--- src/rtl/can_bt_pkg.sv ---
package can_bt_pkg;
    localparam int BRP_W = 8;   // prescaler divisor width
    localparam int QW    = 5;   // quantum index / bit length width

    typedef enum logic [1:0] {
        ADJ_NONE  = 2'b00,
        ADJ_LONG  = 2'b01,
        ADJ_SHORT = 2'b10
    } adj_e;
endpackage

--- src/rtl/cbt_rx_sync.sv ---
module cbt_rx_sync (
    input  logic clk,
    input  logic rst_n,
    input  logic rx_in,
    output logic rx_s,
    output logic fall
);
    typedef struct packed {
        logic m1;
        logic m2;
        logic prev;
    } sync_t;

    sync_t st_d, st_q;

    always_comb begin
        st_d      = st_q;
        st_d.m1   = rx_in;
        st_d.m2   = st_q.m1;
        st_d.prev = st_q.m2;
    end

    always_ff @(posedge clk or negedge rst_n) begin
        if (!rst_n) st_q <= '{m1: 1'b1, m2: 1'b1, prev: 1'b1};
        else        st_q <= st_d;
    end

    assign rx_s = st_q.m2;
    assign fall = st_q.prev & ~st_q.m2;
endmodule

--- src/rtl/cbt_tq_prescaler.sv ---
module cbt_tq_prescaler
    import can_bt_pkg::*;
(
    input  logic             clk,
    input  logic             rst_n,
    input  logic [BRP_W-1:0] brp,
    input  logic             clr,
    output logic             tick
);
    logic [BRP_W-1:0] cnt_d, cnt_q;

    assign tick = (cnt_q >= brp - BRP_W'(1));

    always_comb begin
        cnt_d = cnt_q + BRP_W'(1);
        if (clr || tick) cnt_d = '0;
    end

    always_ff @(posedge clk or negedge rst_n) begin
        if (!rst_n) cnt_q <= '0;
        else        cnt_q <= cnt_d;
    end


    clr_restart_chk: assert property (@(posedge clk) disable iff (!rst_n)
        clr |=> (cnt_q == '0));
endmodule

--- src/rtl/cbt_bit_seq.sv ---
module cbt_bit_seq
    import can_bt_pkg::*;
#(
    parameter int IDLE_BITS = 11
) (
    input  logic          clk,
    input  logic          rst_n,
    input  logic          tick,
    input  logic          fall,
    input  logic          rx_s,
    input  logic [QW-1:0] nbq,
    input  logic [QW-1:0] samp,
    output logic          sample_stb,
    output logic          bit_stb,
    output logic          hard_sync,
    output logic          rx_bit,
    output logic          bus_idle
);
    localparam int IW = $clog2(IDLE_BITS + 1);

    typedef struct packed {
        logic [QW-1:0] idx;
        adj_e          adj;
        logic [IW-1:0] idle_cnt;
        logic          rx_bit;
    } seq_t;

    seq_t st_d, st_q;

    logic          idle, open_win, late, early, last_q;
    logic [QW:0]   nbq_x, eff_len;

    always_comb begin
        st_d     = st_q;
        idle     = (st_q.idle_cnt >= IW'(IDLE_BITS));
        hard_sync = fall && idle;
        open_win = fall && !idle && (st_q.adj == ADJ_NONE);
        late     = open_win && (st_q.idx != '0) && (st_q.idx <= samp);
        early    = open_win && (st_q.idx > samp);

        nbq_x = {1'b0, nbq};
        if (late || st_q.adj == ADJ_LONG)        eff_len = nbq_x + (QW+1)'(1);
        else if (early || st_q.adj == ADJ_SHORT) eff_len = nbq_x - (QW+1)'(1);
        else                                     eff_len = nbq_x;

        last_q     = (({1'b0, st_q.idx} + (QW+1)'(1)) >= eff_len);
        sample_stb = tick && (st_q.idx == samp) && !hard_sync;
        bit_stb    = tick && last_q && !hard_sync;

        if (hard_sync) begin
            st_d.idx      = '0;
            st_d.adj      = ADJ_NONE;
            st_d.idle_cnt = '0;
        end else begin
            if (late)  st_d.adj = ADJ_LONG;
            if (early) st_d.adj = ADJ_SHORT;
            if (bit_stb) begin
                st_d.idx = '0;
                st_d.adj = ADJ_NONE;
            end else if (tick) begin
                st_d.idx = st_q.idx + QW'(1);
            end
        end

        if (sample_stb) begin
            st_d.rx_bit = rx_s;
            if (!rx_s)                              st_d.idle_cnt = '0;
            else if (st_q.idle_cnt < IW'(IDLE_BITS)) st_d.idle_cnt = st_q.idle_cnt + IW'(1);
        end
    end

    always_ff @(posedge clk or negedge rst_n) begin
        if (!rst_n) begin
            st_q.idx      <= '0;
            st_q.adj      <= ADJ_NONE;
            st_q.idle_cnt <= IW'(IDLE_BITS);
            st_q.rx_bit   <= 1'b1;
        end else begin
            st_q <= st_d;
        end
    end

    assign rx_bit   = st_q.rx_bit;
    assign bus_idle = idle;


    samp_on_tick_chk: assert property (@(posedge clk) disable iff (!rst_n)
        sample_stb |-> tick);

    bit_end_apart_chk: assert property (@(posedge clk) disable iff (!rst_n)
        bit_stb |-> (tick && !sample_stb));

    one_adj_chk: assert property (@(posedge clk) disable iff (!rst_n)
        (st_q.adj != ADJ_NONE && !bit_stb && !hard_sync) |=> (st_q.adj == $past(st_q.adj)));

    hard_restart_chk: assert property (@(posedge clk) disable iff (!rst_n)
        hard_sync |=> (st_q.idx == '0 && st_q.adj == ADJ_NONE && !bus_idle));

    idle_from_sample_chk: assert property (@(posedge clk) disable iff (!rst_n)
        $rose(bus_idle) |-> ($past(sample_stb) && $past(rx_s)));
endmodule

--- src/rtl/can_bit_timer.sv ---
module can_bit_timer
    import can_bt_pkg::*;
(
    input  logic             clk,
    input  logic             rst_n,
    input  logic [BRP_W-1:0] cfg_brp,
    input  logic [QW-1:0]    cfg_nbq,
    input  logic [QW-1:0]    cfg_samp,
    input  logic             rx_in,
    output logic             tq_stb,
    output logic             sample_stb,
    output logic             rx_bit,
    output logic             bit_stb,
    output logic             bus_idle
);
    logic rx_s, fall, hard_sync;

    cbt_rx_sync u_sync (
        .clk   (clk),
        .rst_n (rst_n),
        .rx_in (rx_in),
        .rx_s  (rx_s),
        .fall  (fall)
    );

    cbt_tq_prescaler u_psc (
        .clk   (clk),
        .rst_n (rst_n),
        .brp   (cfg_brp),
        .clr   (hard_sync),
        .tick  (tq_stb)
    );

    cbt_bit_seq #(.IDLE_BITS(11)) u_seq (
        .clk        (clk),
        .rst_n      (rst_n),
        .tick       (tq_stb),
        .fall       (fall),
        .rx_s       (rx_s),
        .nbq        (cfg_nbq),
        .samp       (cfg_samp),
        .sample_stb (sample_stb),
        .bit_stb    (bit_stb),
        .hard_sync  (hard_sync),
        .rx_bit     (rx_bit),
        .bus_idle   (bus_idle)
    );
endmodule

--- config.mk ---
export PLATFORM = sky130hd
export DESIGN_NAME = can_bit_timer
export DESIGN_NICKNAME = d
export VERILOG_FILES = /design/src/rtl/can_bt_pkg.sv /design/src/rtl/cbt_rx_sync.sv /design/src/rtl/cbt_tq_prescaler.sv /design/src/rtl/cbt_bit_seq.sv /design/src/rtl/can_bit_timer.sv
export SDC_FILE = /design/constraint.sdc
export NUM_CORES = 1
export LEC_CHECK = 0
export BUFFER_PORTS_ARGS = -buffer_cell sky130_fd_sc_hd__buf_2
export CORE_AREA = 2 2 85 46
export DETAILED_ROUTE_END_ITERATION = 8
export DIE_AREA = 0 0 87 48
export PLACE_DENSITY_LB_ADDON = 0.3
export SETUP_SLACK_MARGIN = 0.2
export SLEW_MARGIN = 20
export SYNTH_ARGS = -nofsm -noshare
export SYNTH_HDL_FRONTEND = slang
export SYNTH_SLANG_ARGS = --single-unit
--- constraint.sdc ---
create_clock -name clk -period 5.4 [get_ports clk]
set_input_delay 1.35 -clock clk [delete_from_list [all_inputs] [get_ports clk]]
set_output_delay 1.35 -clock clk [all_outputs]
set_load 0.02 [all_outputs]
==> results.json <==
{
  "outcome": "finished clean",
  "clockPowerShare_pct": 13.3,
  "wl_per_cell_um": 14.2,
  "core_sq_um": 3360,
  "route.vias.total": 1666,
  "dr.pass1.iters": 4,
  "ir_worst_vdd_uv": 171,
  "drc": 0,
  "met3_usage_pct": 3.62,
  "tns_ns": 0,
  "synth.cell_area_sq_um": 1930,
  "synth.distinct_cells": 47,
  "fillCellCount": 260,
  "cts_inserted_buffers": 3,
  "crit_type": "primary input to output port",
  "vias_per_cell": 5.76,
  "path_clk_slew_ns": 0.08,
  "max-cap-violations": 0,
  "grt_pass1_wl_um": 6450,
  "dpl_cell_area_sq_um": 2120,
  "cts_tree": "yes",
  "pin_count": 26,
  "period_needed_ns": 5.21,
  "max_freq_mhz": 192,
  "synth-warning-count": 0,
  "seqPwrFrac_pct": 36.3,
  "syn_nets": 258,
  "grt_pass1_vias": 1498,
  "area_delta_synth_final_pct": 22.5,
  "antenna_found_initial": 0,
  "antenna_cells": 0,
  "whs_ns": 0.370,
  "dp_hpwl_um": 3000,
  "rows": 15,
  "p_leak_nw": 1.11,
  "worst_pin_slew_ns": 0.682,
  "htreeDepth": 1,
  "p_per_area_nw_per_um2": 334,
  "combPwrFrac_pct": 50.4,
  "grtUsageTotal_pct": 20.2,
  "cts_root_buffer": "clkbuf_8",
  "swShare_pct": 40.5,
  "drv_slew": 0,
  "grt_util_met2_pct": 38.3,
  "start_kind": "primary input",
  "fin_skew_ns": 0.00197,
  "initial_core_util_pct": 57.3,
  "power_switching_mw": 0.319,
  "gp_congestion": 0.853,
  "hold_class": "register to register",
  "io_buffers": 25,
  "grt_max_degree": 24,
  "stdcell_count": 289,
  "hold_violations": 0,
  "finalNetCount": 295,
  "syn_area_per_cell_sq_um": 9.13,
  "setup_viol": 0,
  "ys_ff_latch": 23,
  "die_w_um": 87,
  "synth_edf_count": 0,
  "met1_usage_pct": 24.3,
  "setup.worst_path.end_class": "output port",
  "synthCells": 211,
  "drtAntennaViolNets": 0,
  "cts.path.max_buffers": 2,
  "ys.flop_type": "dfrtp_1",
  "die_h_um": 48,
  "relSlewSlack_pct": 54.5,
  "clkLatencyLatePin_ns": 0.26,
  "yosysSeqAreaShare_pct": 30.3,
  "worst-path-max-fanout": 6,
  "timing.final.crit_share_pct": 96.5,
  "p_int_mw": 0.468,
  "drive_gt1_share_pct": 31.2,
  "required_ns": 4.05,
  "cts.sinks": 23,
  "grt-ovfl-total": 0,
  "dp.cells": 280,
  "drtIter0Drc": 65,
  "synthArstFlopShare_pct": 100,
  "arrival_ns": 3.86,
  "rsz0062_at_grt": "yes",
  "top_usage_layer": "met2",
  "wl_um": 4100,
  "die_area_sq_um": 4180,
  "fin_area_sq_um": 2360
}
[final timing paths]
check | from | endpoint | slack (ns) | cells past startpoint
max | cfg_samp[4] | bit_stb | 0.19 | 16
min in group asynchronous | rst_n | u_seq.st_q[6] | 1.04 | 1
min reg2reg | u_sync.st_d[1] | u_sync.rx_s | 0.37 | 0
max reg2reg | u_seq.st_q[7] | u_seq.st_q[8] | 1.88 | 17
max in group asynchronous | rst_n | u_sync.st_q[0] | 3.99 | 1
min | u_sync.st_d[1] | u_sync.rx_s | 0.37 | 0
[synthesized netlist by cell type (all sizes together) (2+ instances only)]
cell type,number,area (sq um)
nand2,15,58.8
a21oi,15,82.6
o21a,2,15.0
a221o,2,20.0
or3,2,12.5
o22ai,3,25.0
dfstp,7,184
nor4b,2,17.5
a21o,2,15.0
nand2b,3,18.8
inv,18,67.6
dfrtp,16,400
nor3b,4,35.0
o2bb2ai,2,17.5
a32o,3,30.0
xor2,7,61.3
xnor2,12,105
and2,2,12.5
nand3,10,50.1
ha,26,325
nor4,2,12.5
and3,8,50.1
o21ai,10,61.3
nand3b,2,15.0
nor2,17,63.8
nor2b,3,26.3
nor3,4,20.0
[routing by layer]
metal / part of all wire, % / routed length [um]
met2: 50 / 2030
met3: 3.0 / 123
met5: 0 / 0
met1: 46 / 1900
met4: 1.0 / 42
[worst max-delay path: stages]
cell and delay [ns]:
buf_2 0.09, inv_1 0.06, ha_4 0.27, nand4_1 0.12, o22ai_2 0.17, a21oi_2 0.06, o41a_4 0.47, nand2_2 0.08
xnor2_1 0.12, ha_1 0.25, nand2b_1 0.14, a21o_1 0.16, a21oi_2 0.15, o21ai_2 0.09, and3_1 0.15, buf_6 0.13
[cells in the final DEF, fill, tap and decap left out, drive strengths merged, types with 2 or more instances in the layout]
cell type	synthesis	routed
buf	0	33
o21a	2	2
nor2	17	17
a32o	3	3
inv	18	18
a21o	2	2
nand3b	2	2
nand3	10	10
nor3b	4	4
o21ai	10	10
nor2b	3	3
xnor2	12	12
dfrtp	16	16
and2	2	2
xor2	7	7
nand2	15	15
and3	8	8
clkbuf	1	3
nor4b	2	2
a21oi	15	15
a221o	2	2
o22ai	3	3
nor4	2	2
ha	26	26
dfstp	7	7
nand2b	3	3
nor3	4	4
or3	2	2
o2bb2ai	2	2
[state kept, by name (all words and copies together), names as in the netlist]
signal,cells
u_psc.cnt_q,8
u_sync.st_d,1
u_sync.st_q,1
u_seq.st_q,11
u_seq.rx_bit,1
u_sync.rx_s,1
[through the flow]
step | power, mW | util (%) | setup slack (ns)
after floorplan | 0.525 | - | 0.246
after global placement | 0.603 | 63.2 | 0.0884
after detailed placement | 0.620 | 63.2 | 0.0518
after CTS | 0.757 | 66.9 | 0.165
after global routing | 0.861 | 70.2 | 0.0778
final | 0.787 | 70.2 | 0.191
[kinds of logic after synthesis]
family,Yosys count,synth area share [%]
simple gates,78,21.9
xor+xnor,19,8.64
compound gates,44,17.4
buf+inv,19,3.70
flops,23,30.3
fa+ha+maj,26,16.9
mux,2,1.10
[final cells by class]
type / instances / area (sq um) / area share (%)
sequential: 23 / 584 / 24.8
clock buffer: 3 / 41.3 / 1.75
clock inverter: 1 / 5.00 / 0.212
multi-input combinational: 169 / 1410 / 59.7
timing repair buffer: 33 / 198 / 8.38
inverter: 18 / 70.1 / 2.97
tap: 42 / 52.6 / 2.23
[timing repair]
item | CTS | global route
setup buffers | 2 | 3
pin swaps | 16 | 19
resized for setup | 14 | 13
hold buffers | 0 | 0
setup endpoints to repair | 1 | 2
[power groups by stage]
stage          Sequential [mW]  Clock, mW  Combinational [mW]
3_3_place_gp             0.280          0               0.323
6_report                 0.286      0.105               0.397
2_1_floorplan            0.266          0               0.259
5_1_grt                  0.295      0.118               0.448
4_1_cts                  0.282      0.108               0.367
3_5_place_dp             0.283          0               0.337
(Power assumes the default switching activity.)
